$ cat config.mk
export PLATFORM = sky130hd
export DESIGN_NAME = periph_irq_concentrator
export DESIGN_NICKNAME = d
export VERILOG_FILES = /design/src/rtl/irqc_pkg.sv /design/src/rtl/irqc_status.sv /design/src/rtl/irqc_regfile.sv /design/src/rtl/periph_irq_concentrator.sv
export SDC_FILE = /design/constraint.sdc
export NUM_CORES = 1
export LEC_CHECK = 0
export ABC_CLOCK_PERIOD_IN_PS = 1200
export BUFFER_PORTS_ARGS = -buffer_cell sky130_fd_sc_hd__buf_2
export CORE_ASPECT_RATIO = 2
export CORE_MARGIN = 2
export CORE_UTILIZATION = 42
export CTS_CLUSTER_DIAMETER = 100
export DETAILED_ROUTE_END_ITERATION = 6
export GPL_TIMING_DRIVEN = 0
export HOLD_SLACK_MARGIN = 0.15
export PLACE_DENSITY = 0.82
export SYNTH_ARGS = -nofsm -noshare
export SYNTH_HDL_FRONTEND = slang
export SYNTH_SLANG_ARGS = --single-unit
$ cat constraint.sdc
create_clock -name clk -period 1.2 [get_ports clk]
set_input_delay 0.06 -clock clk [delete_from_list [all_inputs] [get_ports clk]]
set_output_delay 0.06 -clock clk [all_outputs]
set_load 0.02 [all_outputs]
$ cat src/rtl/irqc_pkg.sv
package irqc_pkg;

    localparam int LANES     = 8;
    localparam int LANE_W    = 8;
    localparam int WORD_W    = 32;
    localparam int NUM_REGS  = 4;
    localparam logic [7:0] RING_BASE_VAL = 8'h10;
    localparam logic [7:0] CTRL_RESET    = 8'h30;

    typedef enum logic [1:0] {
        SEL_RING = 2'd0,
        SEL_CTRL = 2'd1,
        SEL_STAT = 2'd2,
        SEL_MASK = 2'd3
    } reg_sel_e;

    typedef struct packed {
        logic [1:0] spare_hi;
        logic       green_off;
        logic       red_off;
        logic [2:0] spare_lo;
        logic       pwd_clr;
    } ctrl_t;

    // 32-bit value placed most-significant byte first in lanes 4..7
    function automatic logic [63:0] word_to_lanes(input logic [31:0] w);
        return {w[7:0], w[15:8], w[23:16], w[31:24], 32'h0};
    endfunction

    function automatic logic [63:0] expand_be(input logic [7:0] be);
        logic [63:0] m;
        for (int k = 0; k < LANES; k++) begin
            m[k*LANE_W +: LANE_W] = {LANE_W{be[k]}};
        end
        return m;
    endfunction

endpackage

$ cat src/rtl/irqc_status.sv
module irqc_status
    import irqc_pkg::*;
#(
    parameter int LINES  = 32,
    parameter int GROUPS = 2
) (
    input  logic              clk,
    input  logic              rst,
    input  logic [LINES-1:0]  irq_in,
    input  logic [LINES-1:0]  mask_word,
    output logic [LINES-1:0]  status_word,
    output logic [GROUPS-1:0] grp_irq
);

    localparam int GRP_W = LINES / GROUPS;

    logic [LINES-1:0] status_q;
    logic [LINES-1:0] masked;

    always_ff @(posedge clk) begin
        if (rst) begin
            status_q <= '0;
        end else begin
            status_q <= irq_in;
        end
    end

    assign masked      = status_q & mask_word;
    assign status_word = status_q;

    for (genvar g = 0; g < GROUPS; g++) begin : g_grp
        logic req_q;
        always_ff @(posedge clk) begin
            if (rst) begin
                req_q <= 1'b0;
            end else begin
                req_q <= |masked[g*GRP_W +: GRP_W];
            end
        end
        assign grp_irq[g] = req_q;
    end

endmodule

$ cat src/rtl/irqc_regfile.sv
module irqc_regfile
    import irqc_pkg::*;
#(
    parameter int ADDR_W = 8
) (
    input  logic              clk,
    input  logic              rst,
    input  logic              req_valid,
    input  logic              req_write,
    input  logic [ADDR_W-1:0] req_addr,
    input  logic [7:0]        req_be,
    input  logic [63:0]       req_wdata,
    input  logic [WORD_W-1:0] status_word,
    output logic [WORD_W-1:0] mask_word,
    output ctrl_t             ctrl,
    output logic              rd_valid,
    output logic [63:0]       rd_data
);

    localparam int IDX_W = ADDR_W - 3;

    logic [IDX_W-1:0] idx;
    logic             mapped;
    reg_sel_e         sel;
    logic             wr_hit;
    logic             rd_req;
    logic [2:0]       unused_lo;

    assign idx       = req_addr[ADDR_W-1:3];
    assign unused_lo = req_addr[2:0];
    assign mapped    = (idx < IDX_W'(NUM_REGS));
    assign sel       = reg_sel_e'(idx[1:0]);
    assign wr_hit    = req_valid && req_write && mapped;
    assign rd_req    = req_valid && !req_write;

    // mask bytes, lanes 4..7 only
    logic [7:0] mask_byte [4];

    for (genvar l = 0; l < 4; l++) begin : g_mask
        localparam int LANE = l + 4;
        always_ff @(posedge clk) begin
            if (rst) begin
                mask_byte[l] <= '0;
            end else if (wr_hit && sel == SEL_MASK && req_be[LANE]) begin
                mask_byte[l] <= req_wdata[LANE*LANE_W +: LANE_W];
            end
        end
    end

    // lane 4 is the most significant byte of the word
    assign mask_word = {mask_byte[0], mask_byte[1], mask_byte[2], mask_byte[3]};

    ctrl_t ctrl_q;

    always_ff @(posedge clk) begin
        if (rst) begin
            ctrl_q <= ctrl_t'(CTRL_RESET);
        end else if (wr_hit && sel == SEL_CTRL && req_be[7]) begin
            ctrl_q <= ctrl_t'(req_wdata[63:56]);
        end
    end

    assign ctrl = ctrl_q;

    logic [63:0] rd_mux;
    ctrl_t       ctrl_view;

    always_comb begin
        ctrl_view         = ctrl_q;
        ctrl_view.pwd_clr = 1'b1;
        rd_mux            = '0;
        if (mapped) begin
            unique case (sel)
                SEL_RING: rd_mux = {RING_BASE_VAL, 56'h0};
                SEL_CTRL: rd_mux = {8'(ctrl_view), 56'h0};
                SEL_STAT: rd_mux = word_to_lanes(status_word);
                SEL_MASK: rd_mux = word_to_lanes(mask_word);
                default:  rd_mux = '0;
            endcase
        end
    end

    logic        rd_valid_q;
    logic [63:0] rd_data_q;

    always_ff @(posedge clk) begin
        if (rst) begin
            rd_valid_q <= 1'b0;
            rd_data_q  <= '0;
        end else begin
            rd_valid_q <= rd_req;
            rd_data_q  <= rd_req ? (rd_mux & expand_be(req_be)) : '0;
        end
    end

    assign rd_valid = rd_valid_q;
    assign rd_data  = rd_data_q;

endmodule

$ cat src/rtl/periph_irq_concentrator.sv
module periph_irq_concentrator
    import irqc_pkg::*;
#(
    parameter int ADDR_W = 8
) (
    input  logic              clk,
    input  logic              rst,
    input  logic [31:0]       irq_in,
    input  logic              req_valid,
    input  logic              req_write,
    input  logic [ADDR_W-1:0] req_addr,
    input  logic [7:0]        req_be,
    input  logic [63:0]       req_wdata,
    output logic              rd_valid,
    output logic [63:0]       rd_data,
    output logic              irq_periph,
    output logic              irq_misc,
    output logic              led_red_on,
    output logic              led_green_on
);

    localparam int GROUPS = 2;

    logic [WORD_W-1:0] status_w;
    logic [WORD_W-1:0] mask_w;
    logic [GROUPS-1:0] grp_irq;
    ctrl_t             ctrl;

    irqc_status #(
        .LINES (WORD_W),
        .GROUPS(GROUPS)
    ) u_status (
        .clk        (clk),
        .rst        (rst),
        .irq_in     (irq_in),
        .mask_word  (mask_w),
        .status_word(status_w),
        .grp_irq    (grp_irq)
    );

    irqc_regfile #(
        .ADDR_W(ADDR_W)
    ) u_regs (
        .clk        (clk),
        .rst        (rst),
        .req_valid  (req_valid),
        .req_write  (req_write),
        .req_addr   (req_addr),
        .req_be     (req_be),
        .req_wdata  (req_wdata),
        .status_word(status_w),
        .mask_word  (mask_w),
        .ctrl       (ctrl),
        .rd_valid   (rd_valid),
        .rd_data    (rd_data)
    );

    assign irq_periph   = grp_irq[GROUPS-1];
    assign irq_misc     = grp_irq[0];
    assign led_red_on   = !ctrl.red_off;
    assign led_green_on = !ctrl.green_off;

endmodule

; ---- Word-level counts from Yosys, hierarchy flattened
; Memories as Yosys holds them, arrays and structs flattened.
; Cells that the tools add are included.
[word_totals]
regBits = 106
mem_bits_rw = 32
input_bits = 116
out_inout_bits = 69
wordCells = 58
memories = 1
[memory_table]
columns = memory, depth, width, rd, rd_clocked_by_memory_dff, write_ports, line
row1 = u_regs.mask_byte, 4, 8, 4, 0, 4, irqc_regfile.sv:37  ; logic [7:0] mask_byte [4];
[op_classes]
n_lt_le_gt_ge = 1
n_eq_ne = 3
muxes = 20
bitwise_logic = 7
n_reduce_logical = 17
[ops]
columns = op, count
row1 = one-hot mux 64 bit (4 select lines), 1
row2 = AND 64 bit, 1
row3 = 2-to-1 mux 64 bit, 1
row4 = AND 32 bit, 1
row5 = 2-to-1 mux 8 bit, 4
row6 = OR reduction 16 bit, 2
row7 = 2-to-1 mux 1 bit, 14
row8 = logical AND 1 bit, 10
row9 = "less-than comparator 5 x 3 -> 1 bit, second input constant", 1
row10 = "== test 2 bit, second input constant", 2
row11 = bitwise OR 1 bit, 4
row12 = logical NOT 1 bit, 3
row13 = "== test 2 x 1 -> 1 bit, second input constant", 1
row14 = logical NOT 2 bit, 1
row15 = OR reduction 2 bit, 1
row16 = NOT 1 bit, 1

; ---- Logic depth before layout (Yosys ltp)
[depth]
depth_word = 8
mapped_depth = 7
depth_no_buf = 4

; ---- Modules after synthesis
; Synthesis repeated with hierarchy kept, for this count alone.
[unflattened]
cells_unflattened = 358
hier_area_um2 = 4310.4
[modules_own_cells]
columns = mod, n_inst, cells_each, area_each_um2, seq_area_each_um2
row1 = irqc_regfile, 1, 265, 3203.1, 1781.7
row2 = irqc_status, 1, 91, 1099.8, 680.7
row3 = periph_irq_concentrator, 1, 2, 7.5, 0.0

; ---- Worst setup path before layout
; No wires, ideal clock.
[synth_timing]
kind = input -> register
start = input port req_addr[7]
end = memory u_regs.mask_byte[3][0], enable pin
setup_time_ps = 326
arrival_time_ps = 880
required_time_ps = 874
setup_slack_ps = -6
cell_stages = 4
path_buffers = 0
cell_sequence = nor3_2 > nand3_1 > nor2_1 > a21o_1
[synth_lines]
columns = element, line
row1 = "start, declared", periph_irq_concentrator.sv:11  ; input logic [ADDR_W-1:0] req_addr,
row2 = "end, declared", irqc_regfile.sv:37

==> results list <==
- Critical path's largest stage delay: 0.46 ns
- Total clock buffers created by CTS: 9
* Endpoints failing hold: 0
- Count of unresolved DRC violations after routing: 0
- Summing all placed instances gives a cell area of 4880 sq um.
* Leading cell type by number of instances after synthesis: sky130_fd_sc_hd__dfxtp_1
* Worst-case register-to-register setup slack: -0.15 ns
- TritonCTS built the clock tree.
- Die Outline Area: 10,500 sq um
* Max Clock Freq: 741 MHz
- In this run the worst setup path begins at u_regs.mask_byte[1][1].
- Total overflow reported by the global router: 0
- Synthesized area per cell: 11.5 sq um
* Outcome: complete, but fails checks
* Die Span X: 73.6 microns
- Number of instances in the synthesized netlist: 353
* Clock share of power: 0.366
- Counting flops with a built-in enable in the synthesized netlist gives 32.
* Final wirelength: 11,100 microns
- In this run the remaining antenna-violating nets after routing total 0.
- For this block, the via count after detailed routing is 3,316.
- Clock-pin slew was measured on the worst setup and hold paths at 0.07 ns.
* Worst-case reg-to-reg path depth: 4
- Synth top cells by count: sky130_fd_sc_hd__dfxtp_1, sky130_fd_sc_hd__nor2_1, sky130_fd_sc_hd__buf_4
* Worst hold path depth: 4
* Number of diodes added for antenna fixing: 0
- Share of total power in combinational logic: 0.114
- Internal power comes to 5730 uW.
* Crit path kind: reg -> reg
- Count of final setup violators: 1
* Part of the total power dissipated in sequential elements: 0.520
- Vias/cell: 4.84
- Reg-to-reg startpoint: u_regs.mask_byte[1][1]
* Startpoint type of the worst setup path: flip-flop
* Total Routing Usage GR: 0.215
- For this run, the detailed router's first-pass iteration total came to 4.
- Post-layout power: 7480 uW
- Transition time at the pin with the least slew margin: 0.574 ns
- Of the total power, the share spent switching nets is 0.234.
- The endpoint identified for the worst register-to-register timing path is u_status.g_grp[1].req_q.
- The synthesized netlist contains 30 unique library cells.
- The area growth from synthesis to layout is 45.5%.
* Per-cell routed wire length: 16.3 microns
- Summed over all nets, the switching power comes to 1750 uW.
* Cell type with the highest aggregate area in the netlist: sky130_fd_sc_hd__dfxtp_1
- Reported max-cap violation count: 0
- FFs w/ async S/R, synth: 0
* Class of the tightest hold or removal check: in -> reg
- Worst slew margin relative to its limit: 0.617
- Part of the cycle the worst path needs: 1.12
* Clock latency on the worst-skew pair: 0.35 ns
- Clock Tree Buf Depth: 2
* Part of the Yosys area used for sequential elements: 0.600
- Standard cell core area: 9380 sq um
- Cell chosen for the clock root: sky130_fd_sc_hd__clkbuf_16
* Post-route core utilization: 0.631
- The die is 143 microns tall.
- The number of global-route vias before repair came to 3,466.
* Kind of capture point of the worst setup path: flip-flop
- CP cell instances: a22o_1 -> a221oi_2 -> and3_1 -> a31oi_1
- The worst-case IR drop observed on VDD is 785 uV.
- Maximum net fanout on the critical path: 2
* Post-layout worst setup margin: -0.149 ns
* Cell types with the largest area share after synthesis: sky130_fd_sc_hd__dfxtp_1, sky130_fd_sc_hd__edfxtp_1, sky130_fd_sc_hd__mux2i_1, sky130_fd_sc_hd__buf_4, sky130_fd_sc_hd__and3_1
- STA puts the critical path data required time at 1.41 ns.
- The H-tree was split into 3 levels.
- The smallest clock period supported by the final layout is computed as 1.35 ns.
- Critical Path Sink: u_status.g_grp[1].req_q
- Pin count of the biggest net entering global routing: 18
* Number of pins exceeding their max-slew limit in the final report: 0
- Netlist area before placement: 4070 sq um
- I/O pin cnt: 185
* Violation count after the first detailed-route iteration: 216
- Cell type of the slowest stage on the worst timing path: sky130_fd_sc_hd__edfxtp_1
- Setup repair after global routing could not meet its margin everywhere.
* Hpwl dp: 8110 microns
- I/O Buffers: 112
- Wire length of the first global-routing pass: 16,500 microns
- The floorplan has 50 rows.
- Failing checks: setup timing
- Pwr/cell area: 1260 nW/um^2
- Arrival time reported for the critical path endpoint: 1.56 ns
- Commonest register cell after synthesis: sky130_fd_sc_hd__dfxtp_1
- The share of synthesized area in the top cell type comes to 0.364.
* Sinks on the clock net: 106
* Leakage power: 0.00285 uW
- In the final design database the tool counted 692 nets.
- Register bit count reported by yosys: 106
- Routability-driven placement finished with a final weighted congestion of 0.952.
- Once layout is done, the placed cells without fillers occupy 5920 sq um.
* CTS hold repair buffers: 68
- Between clock sinks in the finished design, the worst skew comes to 0.00610 ns.
- For this run, the number of Yosys warnings is 0.
* Fraction of final layout cells with drive strength greater than 1: 0.320
- Across all hold checks on the routed design, the worst slack comes to 0.0807 ns.
* Starting density of the core: 0.434
* Pre-CTS worst setup slack: -0.664 ns
- Antenna violations before repair: 0
[kinds of logic after synthesis]
kind of cell,Yosys count,synth area share
compound gates,34,0.0600
buf+inv,50,0.0830
flops,106,0.600
mux,36,0.0886
other cells,1,0.000922
simple gates,126,0.167
[placed cells by master (no fill, tap or decap), types with 32 or more instances in the layout]
master,n
sky130_fd_sc_hd__and3_1,35
sky130_fd_sc_hd__nor2_1,43
sky130_fd_sc_hd__dfxtp_1,74
sky130_fd_sc_hd__buf_2,116
sky130_fd_sc_hd__mux2i_1,36
sky130_fd_sc_hd__dlygate4sd3_1,67
sky130_fd_sc_hd__edfxtp_1,32
sky130_fd_sc_hd__buf_4,35
sky130_fd_sc_hd__nor2b_1,33
sky130_fd_sc_hd__conb_1,32
[layout make-up]
type / instances / area, sq um
Clock buffer: 10 / 239
Tap cell: 104 / 130
Fill cell: 724 / 3460
Sequential cell: 106 / 2440
Timing Repair Buffer: 181 / 1250
Clock inverter: 6 / 41.3
Inverter: 3 / 11.3
Multi-Input combinational cell: 228 / 1460
Buffer: 47 / 342
[worst max-delay path, delay by kind of cell, from the launching register on]
kind | cells | cell delay [ns]
compound gates | 3 | 0.56
flops | 1 | 0.46
simple gates | 1 | 0.20
[worst min-delay path by stage]
stage           startpoint                 endpoint  slack [ns]
2_1_floorplan    req_write          u_regs.rd_valid        0.14
3_3_place_gp     req_write          u_regs.rd_valid        0.27
4_1_cts        req_addr[7]       u_regs.rd_data[56]        0.10
6_report       req_addr[7]       u_regs.rd_data[56]        0.08
5_1_grt        req_addr[6]       u_regs.rd_data[56]         0.1
3_5_place_dp     irq_in[7]  u_status.status_word[7]        0.28
[state kept, by name, summed over array words and instances, names as in the netlist]
register              flops
u_status.g_grp.req_q      2
u_regs.rd_data           32
u_regs.ctrl               7
u_status.status_word     32
u_regs.rd_valid           1
u_regs.mask_byte         32
[metal layers]
metal  track usage  share of wire  vias up
met5             0              0        -
met4         0.133          0.048        0
met3        0.0346          0.043       35
met2         0.418           0.59      135
met1         0.194           0.32     1530
li1              -              -     1616
[power by group through the flow]
stage | combinational [uW] | sequential (uW) | clock [uW]
after global routing | 917 | 3900 | 2910
after CTS | 834 | 3890 | 2760
after detailed placement | 650 | 3960 | 0
final | 854 | 3890 | 2740
after floorplan | 414 | 3940 | 0
after global placement | 639 | 3950 | 0
[what timing repair did]
action / in CTS / in global routing
endpoints found under the setup margin: 64 / 71
pin swaps: 1 / 2
hold endpoints to repair: 74 / 2
buffers inserted: 0 / 1
gates resized for setup: 10 / 11
[through the flow]
step,setup TNS (ns),std cells
finish,-0.149,685
global route,-0.302,685
CTS,-0.530,684
detailed placement,-39.70,600
global placement,-36.23,600
floorplan,0,384
No activity file was read; power rests on OpenSTA's default activity.
